### src/rtl/aud_rx_pkg.sv
package aud_rx_pkg;
  localparam int RX_IDX_W = 8;

  typedef enum logic [1:0] {
    FMT_RJ  = 2'b00,
    FMT_LJ  = 2'b01,
    FMT_DLY = 2'b10,
    FMT_PLS = 2'b11
  } rxFmt_e;

  typedef struct packed {
    logic shiftEn;
    logic capture;
    logic capChan;
    logic offHi;
    logic useNew;
    logic done;
  } rxStrobe_t;

  function automatic logic [RX_IDX_W-1:0] wordBits(input logic [1:0] code);
    case (code)
      2'b00:   wordBits = 8'd16;
      2'b01:   wordBits = 8'd20;
      2'b10:   wordBits = 8'd24;
      default: wordBits = 8'd32;
    endcase
  endfunction
endpackage

### src/rtl/aud_rx_ctrl.sv
module aud_rx_ctrl
  import aud_rx_pkg::*;
(
  input  logic       clk,
  input  logic       rstN,
  input  logic       bclk,
  input  logic       lrclk,
  input  logic [1:0] fmt,
  input  logic [1:0] wordLen,
  input  logic       tdmEn,
  input  logic       tdmSlot,
  output rxStrobe_t  strb
);
  localparam logic [RX_IDX_W-1:0] IDX_MAX = '1;

  logic bclkQ, lrPrev, gotL;
  logic [RX_IDX_W-1:0] bitIdx, curIdx, wBits;
  logic [RX_IDX_W-1:0] posHalf, posPulse, endHalf, endL, endR;
  logic tick, trans, isDly;

  assign tick  = bclk & ~bclkQ;
  assign wBits = wordBits(wordLen);
  assign isDly = (fmt == FMT_DLY);
  assign trans = (fmt == FMT_PLS) ? (lrclk & ~lrPrev) : (lrclk ^ lrPrev);
  assign curIdx = trans ? '0 : bitIdx;

  assign posHalf  = {{(RX_IDX_W-1){1'b0}}, tdmEn & tdmSlot};
  assign posPulse = (tdmEn & tdmSlot) ? 8'd2 : 8'd0;
  assign endHalf  = wBits * (posHalf + 8'd1) - 8'd1 + {{(RX_IDX_W-1){1'b0}}, isDly};
  assign endL     = wBits * (posPulse + 8'd1) - 8'd1;
  assign endR     = wBits * (posPulse + 8'd2) - 8'd1;

  always_comb begin
    strb = '0;
    strb.shiftEn = tick;
    if (tick) begin
      if (fmt == FMT_RJ) begin
        strb.capture = trans;
        strb.capChan = lrPrev;
        strb.offHi   = tdmEn & ~tdmSlot;
        strb.useNew  = 1'b0;
      end else if (fmt == FMT_PLS) begin
        strb.useNew = 1'b1;
        if (curIdx == endL) begin
          strb.capture = 1'b1;
          strb.capChan = 1'b0;
        end else if (curIdx == endR) begin
          strb.capture = 1'b1;
          strb.capChan = 1'b1;
        end
      end else begin
        strb.useNew  = 1'b1;
        strb.capture = (curIdx == endHalf);
        strb.capChan = lrclk;
      end
    end
    strb.done = strb.capture & strb.capChan & gotL;
  end

  always_ff @(posedge clk) begin
    if (!rstN) begin
      bclkQ  <= 1'b0;
      lrPrev <= 1'b1;
      gotL   <= 1'b0;
      bitIdx <= '0;
    end else begin
      bclkQ <= bclk;
      if (tick) begin
        lrPrev <= lrclk;
        bitIdx <= (curIdx == IDX_MAX) ? IDX_MAX : curIdx + 8'd1;
      end
      if (strb.capture && !strb.capChan) gotL <= 1'b1;
      else if (strb.done)                gotL <= 1'b0;
    end
  end
endmodule

### src/rtl/aud_rx_datapath.sv
module aud_rx_datapath
  import aud_rx_pkg::*;
#(
  parameter int OUT_W = 32
) (
  input  logic             clk,
  input  logic             rstN,
  input  logic             sdata,
  input  logic [1:0]       wordLen,
  input  logic             leftSrc,
  input  logic             rightSrc,
  input  rxStrobe_t        strb,
  output logic [OUT_W-1:0] leftOut,
  output logic [OUT_W-1:0] rightOut,
  output logic             outValid
);
  localparam int SH_W = 2 * OUT_W;
  localparam logic [RX_IDX_W-1:0] OUT_W_I = RX_IDX_W'(OUT_W);

  logic [SH_W-1:0]     shiftReg, cand, seg;
  logic [OUT_W-1:0]    rxLeft, aligned;
  logic [RX_IDX_W-1:0] wBits;

  assign wBits   = wordBits(wordLen);
  // the word just completed, optionally including this tick's bit
  assign cand    = strb.useNew ? {shiftReg[SH_W-2:0], sdata} : shiftReg;
  assign seg     = cand >> (strb.offHi ? wBits : 8'd0);
  assign aligned = seg[OUT_W-1:0] << (OUT_W_I - wBits);

  always_ff @(posedge clk) begin
    if (!rstN) begin
      shiftReg <= '0;
      rxLeft   <= '0;
      leftOut  <= '0;
      rightOut <= '0;
      outValid <= 1'b0;
    end else begin
      if (strb.shiftEn) shiftReg <= {shiftReg[SH_W-2:0], sdata};
      if (strb.capture && !strb.capChan) rxLeft <= aligned;
      outValid <= strb.done;
      if (strb.done) begin
        leftOut  <= leftSrc  ? aligned : rxLeft;
        rightOut <= rightSrc ? aligned : rxLeft;
      end
    end
  end
endmodule

### src/rtl/aud_serial_rx.sv
module aud_serial_rx
  import aud_rx_pkg::*;
#(
  parameter int OUT_W = 32
) (
  input  logic             clk,
  input  logic             rstN,
  input  logic             bclk,
  input  logic             lrclk,
  input  logic             sdata,
  input  logic [1:0]       fmt,
  input  logic [1:0]       wordLen,
  input  logic             tdmEn,
  input  logic             tdmSlot,
  input  logic             leftSrc,
  input  logic             rightSrc,
  output logic [OUT_W-1:0] leftOut,
  output logic [OUT_W-1:0] rightOut,
  output logic             outValid
);
  rxStrobe_t strb;

  aud_rx_ctrl u_ctrl (
    .clk(clk), .rstN(rstN), .bclk(bclk), .lrclk(lrclk),
    .fmt(fmt), .wordLen(wordLen), .tdmEn(tdmEn), .tdmSlot(tdmSlot),
    .strb(strb)
  );

  aud_rx_datapath #(.OUT_W(OUT_W)) u_dp (
    .clk(clk), .rstN(rstN), .sdata(sdata), .wordLen(wordLen),
    .leftSrc(leftSrc), .rightSrc(rightSrc), .strb(strb),
    .leftOut(leftOut), .rightOut(rightOut), .outValid(outValid)
  );
endmodule

### config.mk
export PLATFORM = sky130hd
export DESIGN_NAME = aud_serial_rx
export DESIGN_NICKNAME = d
export VERILOG_FILES = /design/src/rtl/aud_rx_pkg.sv /design/src/rtl/aud_rx_ctrl.sv /design/src/rtl/aud_rx_datapath.sv /design/src/rtl/aud_serial_rx.sv
export SDC_FILE = /design/constraint.sdc
export NUM_CORES = 1
export LEC_CHECK = 0
export BUFFER_PORTS_ARGS = -buffer_cell sky130_fd_sc_hd__buf_2
export CAP_MARGIN = 20
export CORE_MARGIN = 8
export CORE_UTILIZATION = 54
export CTS_BUF_LIST = sky130_fd_sc_hd__clkbuf_8
export CTS_CLUSTER_SIZE = 24
export DETAILED_ROUTE_END_ITERATION = 12
export GPL_TIMING_DRIVEN = 0
export PLACE_DENSITY = 0.69
export SLEW_MARGIN = 25
export SYNTH_ARGS = -nofsm -noshare
export SYNTH_HDL_FRONTEND = slang
export SYNTH_HIERARCHICAL = 1
export SYNTH_SLANG_ARGS = --single-unit
### constraint.sdc
create_clock -name clk -period 8.05 [get_ports clk]
set_clock_uncertainty 0.15 [all_clocks]
set_input_delay 0.805 -clock clk [delete_from_list [all_inputs] [get_ports clk]]
set_output_delay 0.805 -clock clk [all_outputs]
set_load 0.02 [all_outputs]
== Word-level counts from Yosys, hierarchy flattened ==
Cells that the tools add are included.

* Bits in registers: 172
* Output and inout port bits: 65

* Add/sub/neg operators: 9
* Multiply operators: 3
* Equal/unequal tests: 8
* Shift operators: 2
* Muxes and demuxes: 18
* Bitwise logic cells: 10
* Reduce and logical (&&, ||, !) cells: 5

{| class="wikitable"
|+ Operators with widths
! kind !! count
|-
| $mux 32 || 2
|-
| $mux 64 || 1
|-
| $shr 64x8->32 || 1
|-
| $shl 32x8->32 || 1
|-
| $eq 8x8->1 || 3
|-
| $mul 8x8->8 || 3
|-
| $sub 8x1->8 const B || 3
|-
| $pmux 6 s3 || 1
|-
| $add 8x1->8 const B || 2
|-
| $mux 8 || 2
|-
| $mux 2 || 5
|-
| $add 8x1->8 || 1
|-
| $add 8x2->8 const B || 1
|-
| $eq 8x8->1 const B || 1
|-
| $sub 6x6->7 const A || 1
|-
| $and 1x1->1 || 6
|-
| $eq 2x2->1 const B || 3
|-
| $mux 6 || 1
|-
| $mux 1 || 5
|-
| $logic_not 2->1 || 2
|-
| $mux 4 || 1
|-
| $not 1->1 || 3
|-
| $add 1x1->2 const B || 1
|-
| $eq 2x1->1 const B || 1
|-
| 4 further kinds || 4
|}

== Logic depth before layout (Yosys ltp) ==
* Depth after elaboration: 15
* Mapped depth: 21

== By module ==
Netlist, hierarchy kept.

{| class="wikitable"
|+ Modules (own cells, without submodules)
! module !! times used !! cells each !! area each (um2) !! seq. area each (um2)
|-
| aud_rx_datapath || 1 || 1,096 || 9,823.2 || 3,223.1
|-
| aud_rx_ctrl || 1 || 223 || 1,646.6 || 220.2
|}

== Worst setup path after synthesis ==
No wires, ideal clock.

* Kind: input -> register
* From: input wordLen[1]
* To: register u_dp.leftOut[22]
* Arrival: 4,868 ps
* Required time: 7,817 ps
* Path slack: 2,950 ps
* Stages on the path: 19
* Buffers on the path: 3
* Cell sequence: and2_1 > buf_2 > nor2_1 > inv_1 > ha_1 > fa_1 > ha_1 > a21oi_1 > xnor3_1 > o32ai_1 > a32oi_1 > o32a_1 > o22ai_1 > or2_4 > and3_1 > clkbuf_1 > nand3_1 > clkbuf_1 > o221ai_1

{| class="wikitable"
|+ RTL lines
! element !! RTL line !! RTL
|-
| from (decl) || aud_serial_rx.sv:12 || <nowiki>input logic [1:0] wordLen,</nowiki>
|-
| to (signal assigned) || aud_rx_datapath.sv:42 || <nowiki>leftOut <= leftSrc ? aligned : rxLeft;</nowiki>
|-
| to (decl) || aud_rx_datapath.sv:13 || <nowiki>output logic [OUT_W-1:0] leftOut,</nowiki>
|}

==> impl_metrics.json <==
{
  "dp.cells": 1669,
  "hold_viol_final": 0,
  "p_leak_nw": 4.83,
  "initialDrtViolationCount": 1336,
  "worst-setup-path-type": "input port to flop",
  "synth.most_common_cell": "dfxtp_1",
  "grt-ovfl-total": 0,
  "syn_avg_cell_area_um2": 8.70,
  "wl_met3_um": 3810,
  "max_cap_violations": 0,
  "wl_met1_um": 17500,
  "relSlewSlack_pct": 31.8,
  "first_pass_iters": 5,
  "ant_nets": 0,
  "worstMarginPinSlew_ns": 1.02,
  "cellPowerDensity_mw_per_mm2": 145,
  "cts_max_level": 4,
  "combPwrFrac_pct": 16.3,
  "clock.fmax_mhz": 172,
  "arrival_ns": 6.07,
  "track_usage_pct": 30.3,
  "cts_made_buffers": 17,
  "crit_path_start_kind": "input port",
  "antenna_found_initial": 0,
  "critPathCaptureType": "flop",
  "setup_viol_count_final": 0,
  "synth_common_cells": "172 x dfxtp_1, 154 x mux2i_1, 112 x nand2_1",
  "synthCells": 1319,
  "stdcell_count": 1701,
  "place.gp.congestion": 1.03,
  "n_fill_cell": 1904,
  "ys_warn_count": 6,
  "synth_top_cell_area_share_pct": 30.0,
  "drt-total-wl_um": 40500,
  "numClockSinks": 172,
  "finalCriticalPeriod_ns": 5.83,
  "dr.max_layer_used": "met4",
  "synth_area_mm2": 0.0115,
  "finalSetupTns_ns": 0,
  "grt_pass1_wl_um": 62800,
  "drive_above_1_share_pct": 14.1,
  "via_per_inst": 6.65,
  "syn2layout_area_growth_pct": 10.1,
  "ios": 78,
  "synth_area_leaders": "dfxtp_1 30%, mux2i_1 13%, nor2b_1 4.6%, nand2_1 3.7%, o221ai_1 3.4%",
  "cp_max_fo": 11,
  "dr_wl_met2_um": 17800,
  "p_sw_mw": 0.593,
  "ys_ff_latch": 172,
  "hold_slack_ns": 0.328,
  "synth.distinct_cells": 88,
  "hold_buffers": 0,
  "tritoncts": "done",
  "ys_seq_area_share_pct": 30.0,
  "period_share_pct": 72.4,
  "clock_latency_ns": 0.47,
  "die_area_mm2": 0.0262,
  "nets": 1446,
  "status": "complete, no violations",
  "clock_power_share_pct": 36.7,
  "intPower_mw": 1.24,
  "initial_core_util_pct": 54.7,
  "postCtsSetupBuffers": 0,
  "swShare_pct": 32.4,
  "ff2ff_setup_slack_ns": 3.27,
  "slew_viol_final": 0,
  "power_frac_seq_pct": 47.0,
  "synth_edf_count": 0,
  "hold_path_class": "flop to flop",
  "root_buffer": "clkbuf_8",
  "drc": 0,
  "cts_resized": 0,
  "async_flop_share_pct": 0,
  "rsz0062_at_grt": "false",
  "cp_data_required_time_ns": 8.29,
  "core_mm2": 0.0210,
  "synth_largest_area_cell": "dfxtp_1",
  "avgRoutedWirePerCell_um": 23.8,
  "vdd_drop_max_uv": 128,
  "syn-num-nets": 1352,
  "die_w_um": 162,
  "vias": 11312,
  "dp_hpwl_um": 31100,
  "ys.flop_type": "dfxtp_1",
  "die_y_um": 162,
  "clk_path_buf_depth": 2,
  "io_buffers": 75,
  "grt_max_degree": 21,
  "antenna_cells": 0,
  "rows": 53,
  "grt_pass1_vias": 10816,
  "path_clk_slew_ns": 0.11
}
power by group through the flow:
stage                     clock [mW]  combinational (mW)  sequential, mW
final                          0.671               0.297           0.861
after global routing           0.717               0.315           0.862
after CTS                      0.685               0.290           0.860
after detailed placement           0               0.289           0.880
after global placement             0               0.286           0.880
after floorplan                    0               0.210           0.879
final timing paths:
kind / start / to / cells past startpoint
max reg2reg: u_ctrl/lrPrev / u_dp/leftOut[27] / 16
min: u_dp/leftOut[23] / u_dp/leftOut[23] / 2
max: wordLen[1] / u_dp/leftOut[27] / 20
min reg2reg: u_dp/leftOut[23] / u_dp/leftOut[23] / 2
per-layer routing:
layer	vias to the layer above	track usage, %
met4	0	12.2
li1	5117	-
met3	102	6.61
met1	5494	40.4
met2	599	47.1
met5	-	0
placed cells by master (no fill, tap or decap), drive strengths merged, types with 30 or more instances in the layout:
cell / netlist / layout
dfxtp: 172 / 172
mux2i: 154 / 154
nand2: 112 / 112
buf: 31 / 106
clkbuf: 76 / 93
nor2b: 85 / 85
o21ai: 77 / 77
a21oi: 73 / 73
nor2: 65 / 65
o221ai: 46 / 46
inv: 24 / 32
nand3b: 31 / 31
mux2: 30 / 30
critical path, stage by stage:
cell and delay [ns]:
buf_2 0.16, and2_1 0.17, buf_2 0.16, nor2_1 0.32, inv_1 0.16, ha_1 0.27, fa_1 0.47, ha_1 0.21
a21oi_1 0.25, xnor3_1 0.38, o32ai_1 0.13, a32oi_1 0.14, o32a_1 0.37, o22ai_1 0.23, or2_4 0.19, and3_1 0.30
clkbuf_1 0.35, nand3_1 0.35, clkbuf_1 0.36, o221ai_1 0.27
state kept, by name, summed over array words and instances, names as in the netlist:
register and flops:
u_dp/rxLeft 32, u_dp/outValid 1, u_ctrl/bclkQ 1, u_ctrl/gotL 1
u_dp/rightOut 32, u_dp/shiftReg 64, u_ctrl/lrPrev 1, u_ctrl/bitIdx 8
u_dp/leftOut 32
per-stage QoR:
| step | area (um2) | setup slack, ns | utilization [%] | total power, mW |
|---|---|---|---|---|
| 2_1_floorplan | 11500 | 2.95 | - | 1.09 |
| 3_3_place_gp | 12200 | 1.86 | 58.2 | 1.17 |
| 3_5_place_dp | 12200 | 1.85 | 58.2 | 1.17 |
| 4_1_cts | 12600 | 2.31 | 60.3 | 1.84 |
| 5_1_grt | 12600 | 1.88 | 60.3 | 1.89 |
| 6_report | 12600 | 2.22 | 60.3 | 1.83 |
area by class of cell:
cell class | instances | area (um2) | area share [%]
flip-flops and latches | 172 | 3440 | 27.3
well taps | 275 | 344 | 2.72
inverters | 26 | 97.6 | 0.773
clock inverters | 15 | 210 | 1.66
clock buffers | 17 | 234 | 1.85
plain buffers | 107 | 512 | 4.05
repair buffers | 75 | 375 | 2.97
multi-input cells | 1014 | 7420 | 58.7
cells by family (layout without fill, tap and decap cells):
| kind of cell | Yosys count | after routing | synth area share, % |
|---|---|---|---|
| flip-flops | 172 | 172 | 30.0 |
| AO/OA/AOI/OAI | 384 | 384 | 24.1 |
| multiplexers | 195 | 195 | 18.6 |
| adder cells (fa/ha/maj) | 20 | 20 | 2.31 |
| XOR/XNOR | 14 | 14 | 1.43 |
| AND/OR/NAND/NOR | 401 | 401 | 18.3 |
| buffers and inverters | 133 | 240 | 5.31 |
(Power assumes the default switching activity.)
